### src/rtl/nbs_pkg.sv
// Package: shared types and helpers for the narrow bus sequencer.
// Assumes: external data path is 32 bits; narrow blocks use lane 0 pins.
package nbs_pkg;

    typedef enum logic [1:0] {
        SZ_BYTE = 2'd0,
        SZ_HALF = 2'd1,
        SZ_WORD = 2'd2
    } xfer_size_t;

    typedef enum logic [1:0] {
        ST_IDLE = 2'd0,
        ST_STRB = 2'd1,
        ST_GAP  = 2'd2,
        ST_DONE = 2'd3
    } seq_state_t;

    // Number of external cycles for a request.
    function automatic logic [2:0] beat_count(input logic [1:0] size, input logic narrow);
        if (!narrow)              return 3'd1;
        else if (size == SZ_BYTE) return 3'd1;
        else if (size == SZ_HALF) return 3'd2;
        else                      return 3'd4;
    endfunction

    // Address bits [1:0] of the first external cycle.
    function automatic logic [1:0] first_offset(input logic [1:0] size, input logic [1:0] lo,
                                                input logic narrow);
        if (!narrow || size == SZ_BYTE) return lo;
        else if (size == SZ_HALF)       return {lo[1], 1'b0};
        else                            return 2'b00;
    endfunction

    // Byte lanes touched by a single full-width cycle.
    function automatic logic [3:0] wide_lanes(input logic [1:0] size, input logic [1:0] lo);
        if (size == SZ_BYTE)      return 4'b0001 << lo;
        else if (size == SZ_HALF) return lo[1] ? 4'b1100 : 4'b0011;
        else                      return 4'b1111;
    endfunction

endpackage

### src/rtl/nbs_plan.sv
// Module: nbs_plan
// Decodes a request into the cycle plan: width mode, cycle count, first
// offset, lane mask and wait count of the addressed block.
// Assumes: req_blk is below NBLK; pure combinational.
module nbs_plan
    import nbs_pkg::*;
#(
    parameter int NBLK   = 4,
    parameter int WAIT_W = 4,
    localparam int BLK_W = (NBLK > 1) ? $clog2(NBLK) : 1
) (
    input  logic [1:0]             size,
    input  logic [1:0]             addr_lo,
    input  logic [BLK_W-1:0]       blk,
    input  logic                   blk0_narrow,
    input  logic [NBLK-1:1]        cfg_width,
    input  logic [NBLK*WAIT_W-1:0] cfg_wait,
    output logic                   narrow,
    output logic [2:0]             nbeats,
    output logic [1:0]             first_off,
    output logic [3:0]             lane_mask,
    output logic [WAIT_W-1:0]      wait_val
);
    logic [NBLK-1:0] wide_vec;

    // Width vector over all blocks, block 0 taken from the static mode input.
    always_comb wide_vec = {cfg_width, ~blk0_narrow};

    // Plan fields for the request at the block's edge.
    always_comb begin
        narrow    = ~wide_vec[blk];
        nbeats    = beat_count(size, narrow);
        first_off = first_offset(size, addr_lo, narrow);
        lane_mask = wide_lanes(size, addr_lo);
        wait_val  = cfg_wait[blk*WAIT_W +: WAIT_W];
    end
endmodule

### src/rtl/nbs_wait_timer.sv
// Module: nbs_wait_timer
// Down-counter that times one strobe: loaded with W, expires after W+1
// clocks of counting.
// Assumes: load is pulsed on the edge that starts a strobe.
module nbs_wait_timer #(
    parameter int WAIT_W = 4
) (
    input  logic              clk,
    input  logic              rst_n,
    input  logic              load,
    input  logic [WAIT_W-1:0] load_val,
    output logic              expire
);
    logic [WAIT_W-1:0] cnt;

    // Load or count down to zero and hold there.
    always_ff @(posedge clk) begin
        if (!rst_n)          cnt <= '0;
        else if (load)       cnt <= load_val;
        else if (cnt != '0)  cnt <= cnt - 1'b1;
    end

    // Strobe ends on the clock where the count has reached zero.
    always_comb expire = (cnt == '0);
endmodule

### src/rtl/nbs_gather.sv
// Module: nbs_gather
// Read word assembly: one register per byte lane, written in place by
// narrow cycles or all at once by a wide cycle.
// Assumes: clr and captures are never asserted together.
module nbs_gather (
    input  logic        clk,
    input  logic        rst_n,
    input  logic        clr,
    input  logic        cap_byte,
    input  logic [1:0]  lane,
    input  logic        cap_word,
    input  logic [31:0] d_in,
    output logic [31:0] word
);
    for (genvar g = 0; g < 4; g++) begin : g_lane
        logic [7:0] lane_q;

        // Lane register: cleared per request, filled by its own cycle.
        always_ff @(posedge clk) begin
            if (!rst_n || clr)                    lane_q <= '0;
            else if (cap_word)                    lane_q <= d_in[g*8 +: 8];
            else if (cap_byte && lane == 2'(g))   lane_q <= d_in[7:0];
        end

        assign word[g*8 +: 8] = lane_q;
    end
endmodule

### src/rtl/narrow_bus_seq.sv
// Module: narrow_bus_seq (top)
// Accepts one request at a time and runs it as fixed-wait external cycles,
// split into ordered byte cycles for 8-bit blocks.
// Assumes: cfg inputs are stable while a request is running; ext_d_in is
// stable during a read strobe.
module narrow_bus_seq
    import nbs_pkg::*;
#(
    parameter int ADDR_W = 16,
    parameter int NBLK   = 4,
    parameter int WAIT_W = 4,
    localparam int BLK_W = (NBLK > 1) ? $clog2(NBLK) : 1
) (
    input  logic                   clk,
    input  logic                   rst_n,
    input  logic                   req_valid,
    input  logic                   req_write,
    input  logic [1:0]             req_size,
    input  logic [ADDR_W-1:0]      req_addr,
    input  logic [BLK_W-1:0]       req_blk,
    input  logic [31:0]            req_wdata,
    output logic                   req_ready,
    input  logic                   blk0_narrow,
    input  logic [NBLK-1:1]        cfg_width,
    input  logic [NBLK*WAIT_W-1:0] cfg_wait,
    output logic [ADDR_W-1:0]      ext_addr,
    output logic [NBLK-1:0]        ext_cs_n,
    output logic                   ext_re_n,
    output logic [3:0]             ext_we_n,
    output logic [31:0]            ext_d_out,
    output logic                   ext_d_oe,
    input  logic [31:0]            ext_d_in,
    output logic                   done,
    output logic [31:0]            rdata
);
    seq_state_t        state;
    logic [ADDR_W-1:0] base_q;
    logic [1:0]        off_q;
    logic [2:0]        left_q;
    logic              write_q;
    logic              narrow_q;
    logic [BLK_W-1:0]  blk_q;
    logic [WAIT_W-1:0] wait_q;
    logic [31:0]       wdata_q;
    logic [3:0]        mask_q;

    logic              p_narrow;
    logic [2:0]        p_beats;
    logic [1:0]        p_off;
    logic [3:0]        p_mask;
    logic [WAIT_W-1:0] p_wait;
    logic              accept;
    logic              stb;
    logic              expire;
    logic              t_load;
    logic [WAIT_W-1:0] t_val;
    logic              beat_end;

    nbs_plan #(.NBLK(NBLK), .WAIT_W(WAIT_W)) plan_i (
        .size       (req_size),
        .addr_lo    (req_addr[1:0]),
        .blk        (req_blk),
        .blk0_narrow(blk0_narrow),
        .cfg_width  (cfg_width),
        .cfg_wait   (cfg_wait),
        .narrow     (p_narrow),
        .nbeats     (p_beats),
        .first_off  (p_off),
        .lane_mask  (p_mask),
        .wait_val   (p_wait)
    );

    // Handshake and strobe-phase decode.
    always_comb begin
        req_ready = (state == ST_IDLE);
        accept    = req_ready && req_valid;
        stb       = (state == ST_STRB);
        beat_end  = stb && expire;
        t_load    = accept || (state == ST_GAP);
        t_val     = accept ? p_wait : wait_q;
    end

    nbs_wait_timer #(.WAIT_W(WAIT_W)) timer_i (
        .clk     (clk),
        .rst_n   (rst_n),
        .load    (t_load),
        .load_val(t_val),
        .expire  (expire)
    );

    nbs_gather gather_i (
        .clk     (clk),
        .rst_n   (rst_n),
        .clr     (accept),
        .cap_byte(beat_end && !write_q && narrow_q),
        .lane    (off_q),
        .cap_word(beat_end && !write_q && !narrow_q),
        .d_in    (ext_d_in),
        .word    (rdata)
    );

    // Sequencer state: idle -> strobe (-> gap -> strobe)* -> done.
    always_ff @(posedge clk) begin
        if (!rst_n) begin
            state <= ST_IDLE;
        end else begin
            unique case (state)
                ST_IDLE: if (accept) state <= ST_STRB;
                ST_STRB: if (expire) state <= (left_q == 3'd1) ? ST_DONE : ST_GAP;
                ST_GAP:  state <= ST_STRB;
                ST_DONE: state <= ST_IDLE;
                default: state <= ST_IDLE;
            endcase
        end
    end

    // Request registers, captured on accept; offset and count step per cycle.
    always_ff @(posedge clk) begin
        if (!rst_n) begin
            base_q   <= '0;
            off_q    <= '0;
            left_q   <= '0;
            write_q  <= 1'b0;
            narrow_q <= 1'b0;
            blk_q    <= '0;
            wait_q   <= '0;
            wdata_q  <= '0;
            mask_q   <= '0;
        end else if (accept) begin
            base_q   <= req_addr;
            off_q    <= p_off;
            left_q   <= p_beats;
            write_q  <= req_write;
            narrow_q <= p_narrow;
            blk_q    <= req_blk;
            wait_q   <= p_wait;
            wdata_q  <= req_wdata;
            mask_q   <= p_mask;
        end else if (beat_end && left_q != 3'd1) begin
            off_q  <= off_q + 2'd1;
            left_q <= left_q - 3'd1;
        end
    end

    // Address, strobes and write data presented to the external pins.
    always_comb begin
        ext_addr  = narrow_q ? {base_q[ADDR_W-1:2], off_q} : base_q;
        ext_re_n  = !(stb && !write_q);
        ext_we_n  = 4'hF;
        if (stb && write_q) ext_we_n = narrow_q ? 4'b1110 : ~mask_q;
        ext_d_oe  = stb && write_q;
        ext_d_out = narrow_q ? {24'h0, wdata_q[{off_q, 3'b000} +: 8]} : wdata_q;
        done      = (state == ST_DONE);
    end

    for (genvar g = 0; g < NBLK; g++) begin : g_cs
        assign ext_cs_n[g] = !(stb && blk_q == BLK_W'(g));
    end
endmodule

### config.mk
export PLATFORM = sky130hd
export DESIGN_NAME = narrow_bus_seq
export DESIGN_NICKNAME = d
export VERILOG_FILES = /design/src/rtl/nbs_pkg.sv /design/src/rtl/nbs_plan.sv /design/src/rtl/nbs_wait_timer.sv /design/src/rtl/nbs_gather.sv /design/src/rtl/narrow_bus_seq.sv
export SDC_FILE = /design/constraint.sdc
export NUM_CORES = 1
export LEC_CHECK = 0
export CAP_MARGIN = 20
export CORE_MARGIN = 3
export CORE_UTILIZATION = 40
export DETAILED_ROUTE_END_ITERATION = 7
export PLACE_DENSITY = 0.77
export SYNTH_ARGS = -nofsm -noshare
export SYNTH_HDL_FRONTEND = slang
export SYNTH_SLANG_ARGS = --single-unit
### constraint.sdc
create_clock -name clk -period 2.88 [get_ports clk]
set_clock_uncertainty 0.2 [all_clocks]
set_input_delay 0.576 -clock clk [delete_from_list [all_inputs] [get_ports clk]]
set_output_delay 0.576 -clock clk [all_outputs]
set_load 0.01 [all_outputs]
==> impl_metrics.yaml <==
layout:
  diodes: 0
  area_delta_synth_final_pct: 47.4
  final_util: 0.616
  nNetsFinal: 890
  drive_above_1_share: 0.0773
setup_path:
  crit_type: "reg2out"
  cpPeakStageDelay_ns: 0.49
  critPathBufInv: 2
  crit_start: "off_q[0]"
  r2r-end: "gather_i.g_lane[0].lane_q[2]"
  rrSetupSlack_ns: 0.56
  cp_max_fo: 7
  crit_chain: "buf_4, mux2i_1, o2bb2ai_1, a22o_1, clkdlybuf4s50_1"
  r2r_start: "timer_i.cnt[0]"
  critPathSlowestCell: "clkdlybuf4s50_1"
  worstSetupEndpointType: "output port"
  critPathRequiredTime_ns: 2.10
  cp_top_family: "buffers and inverters"
  r2r_cells: 6
  crit_path_start_kind: "flop"
  worstPathArrival_ns: 1.98
timing:
  timing.slew.headroom: 0.673
  max_freq_mhz: 363
  finalCritPeriodShare: 0.955
  period_minus_slack_ns: 2.75
  drv_slew: 0
  rsz0062_at_grt: "no"
  setup_violations: 0
  hold_viol: 0
  worstMarginPinSlew_ns: 0.488
  setup_tns_ns: 0
  whs_ns: 0.254
pwr:
  p_leak_nw: 2.67
  vdd_ir_drop_max_uv: 482
  powerDensity_nw_per_um2: 652
yosys:
  syn_inst: 601
  synth_top_flop_cell: "dfxtp_1"
  synth-seq-cells: 103
  synthArstFlopShare: 0
  synth.avg_cell_area_um2: 8.11
  syn-num-nets: 717
  synth-seq-area-share: 0.423
  synth-edff-count: 0
  synth_cell_types: 46
  ys_warn_count: 0
  netlist_area_um2: 4870
global_route:
  grt_usage: 0.217
  overflow: 0
  grt_pass1_vias: 4646
  antenna_found_initial: 0
  grt_first_pass_wirelength_mm: 23.2
  grt_start_max_net_pins: 41
routing:
  firstDrtPassIters: 7
  drtAntennaViolNets: 0
  drc: 0
  drt-total-wl_mm: 15.0
  viasPerCell: 5.22
  wl_per_cell_um: 16.3
  via_count: 4800
  drt-initial-drc-count: 472
die:
  dieWidth_um: 116
  fp.coreArea_um2: 11700
  io_pins: 200
  fp-row-count: 39
  start_util: 0.418
  die_h_um: 116
  dieArea_um2: 13500
min_path:
  hold_path_end: "base_q[5]"
  holdPathStages: 2
  min_from: "base_q[5]"
  min_path_type: "reg2reg"
placement:
  gp_congestion: 0.890
  io_buffers: 199
  dp_hpwl_mm: 11.3
job:
  cap_violations: 0
clocking:
  cts.sinks: 103
  cts_max_level: 3
  cts_buffers: 9
  cts_tree: "built"
  clk_pin_slew_ns: 0.06
  clock_latency_ns: 0.34
  cts_hold_buf: 0
  ctsLongestPathBuffers: 2
  root_buffer: "clkbuf_16"
  post_cts_buffers: 0
outcome:
  status: "finished, final reports clean"
## registers in the layout, indices dropped and copies added, names as in the netlist, 2 cells and up
| signal | count |
|---|---|
| base_q | 16 |
| blk_q | 2 |
| gather_i.g_lane.lane_q | 32 |
| left_q | 3 |
| mask_q | 4 |
| off_q | 2 |
| state | 2 |
| timer_i.cnt | 4 |
| wait_q | 4 |
| wdata_q | 32 |
## worst max-delay path by stage
stage	cells after the start	to
floorplan	9	gather_i.g_lane[0].lane_q[2]
global placement	4	left_q[1]
detailed placement	4	left_q[1]
CTS	5	ext_we_n[1]
global route	5	ext_we_n[1]
finish	5	ext_d_out[3]
## worst register-to-register path: stages, from the launching register on
cell     delay (ns)
dfxtp_1        0.31
inv_1          0.11
ha_1           0.19
or3b_1         0.53
or4_4          0.66
nand3_1        0.15
o31ai_2        0.07
## Yosys cell counts (all sizes together) (7+ instances only)
cell,instances,area [µm²]
clkbuf,35,131
nor2b,28,175
nand3,14,70.1
o22ai,10,62.6
nand2b,7,43.8
dfxtp,103,2060
ha,8,100
buf,23,169
a21oi,86,430
nand2,128,480
mux2i,14,140
inv,17,63.8
a31oi,12,75.1
o21ai,33,165
mux2,8,90.1
nor2,27,101
## layer usage
layer  part of all wire  vias to the layer above  global-route usage  routed length, µm
li1                   -                     2373                   -                  -
met1               0.43                     2214               0.270               6390
met2               0.47                      195               0.362               7020
met3              0.093                       18              0.0788               1400
met4              0.014                        0              0.0472                206
met5                  0                        -                   0                  0
## where the power goes
group	switching (mW)	internal [mW]	leakage (nW)	total, mW
clock network	0.499	0.596	0.121	1.10
registers	0.150	1.63	0.844	1.78
logic	0.946	0.859	1.70	1.80
## metrics by stage
stage	total power [mW]	worst slack, ns	cells	instance area (µm²)
2_1_floorplan	2.88	0.629	601	4870
3_3_place_gp	3.56	0.251	906	6920
3_5_place_dp	3.60	0.137	906	6920
4_1_cts	4.71	0.0819	919	7180
5_1_grt	4.97	0.0196	919	7180
6_report	4.68	0.128	919	7180
## placed cells by master, fill, tap and decap left out, types with 6 or more instances in the layout
cell type	count
o22ai_1	10
a21oi_1	86
mux2_2	8
nand3_1	14
nand2_1	128
mux2i_1	14
nor2b_1	27
buf_4	20
clkbuf_16	9
inv_1	15
dfxtp_1	101
ha_1	8
nand2b_1	7
nor2_1	26
o21ai_0	28
a211oi_1	6
a31oi_1	12
clkdlybuf4s50_1	199
## what timing repair did
action / 4_1_cts / 5_1_grt
gates resized for setup: 1 / 2
endpoints found under the setup margin: 1 / 5
cloned: 0 / 0
## area by class of cell
class,count,area (µm²)
Timing Repair Buffer,220,2160
Multi-Input combinational cell,423,2460
Sequential cell,103,2070
Tap cell,143,179
Fill cell,1038,4480
Clock inverter,1,7.51
Clock buffer,12,246
Inverter,17,63.8
## kinds of logic after synthesis
logic type      share of synthesized area
simple gates                        0.202
flops                               0.423
xor+xnor                          0.00719
buf+inv                            0.0747
compound gates                      0.202
mux                                0.0703
fa+ha+maj                          0.0205
Power figures use the tool's default switching activity.
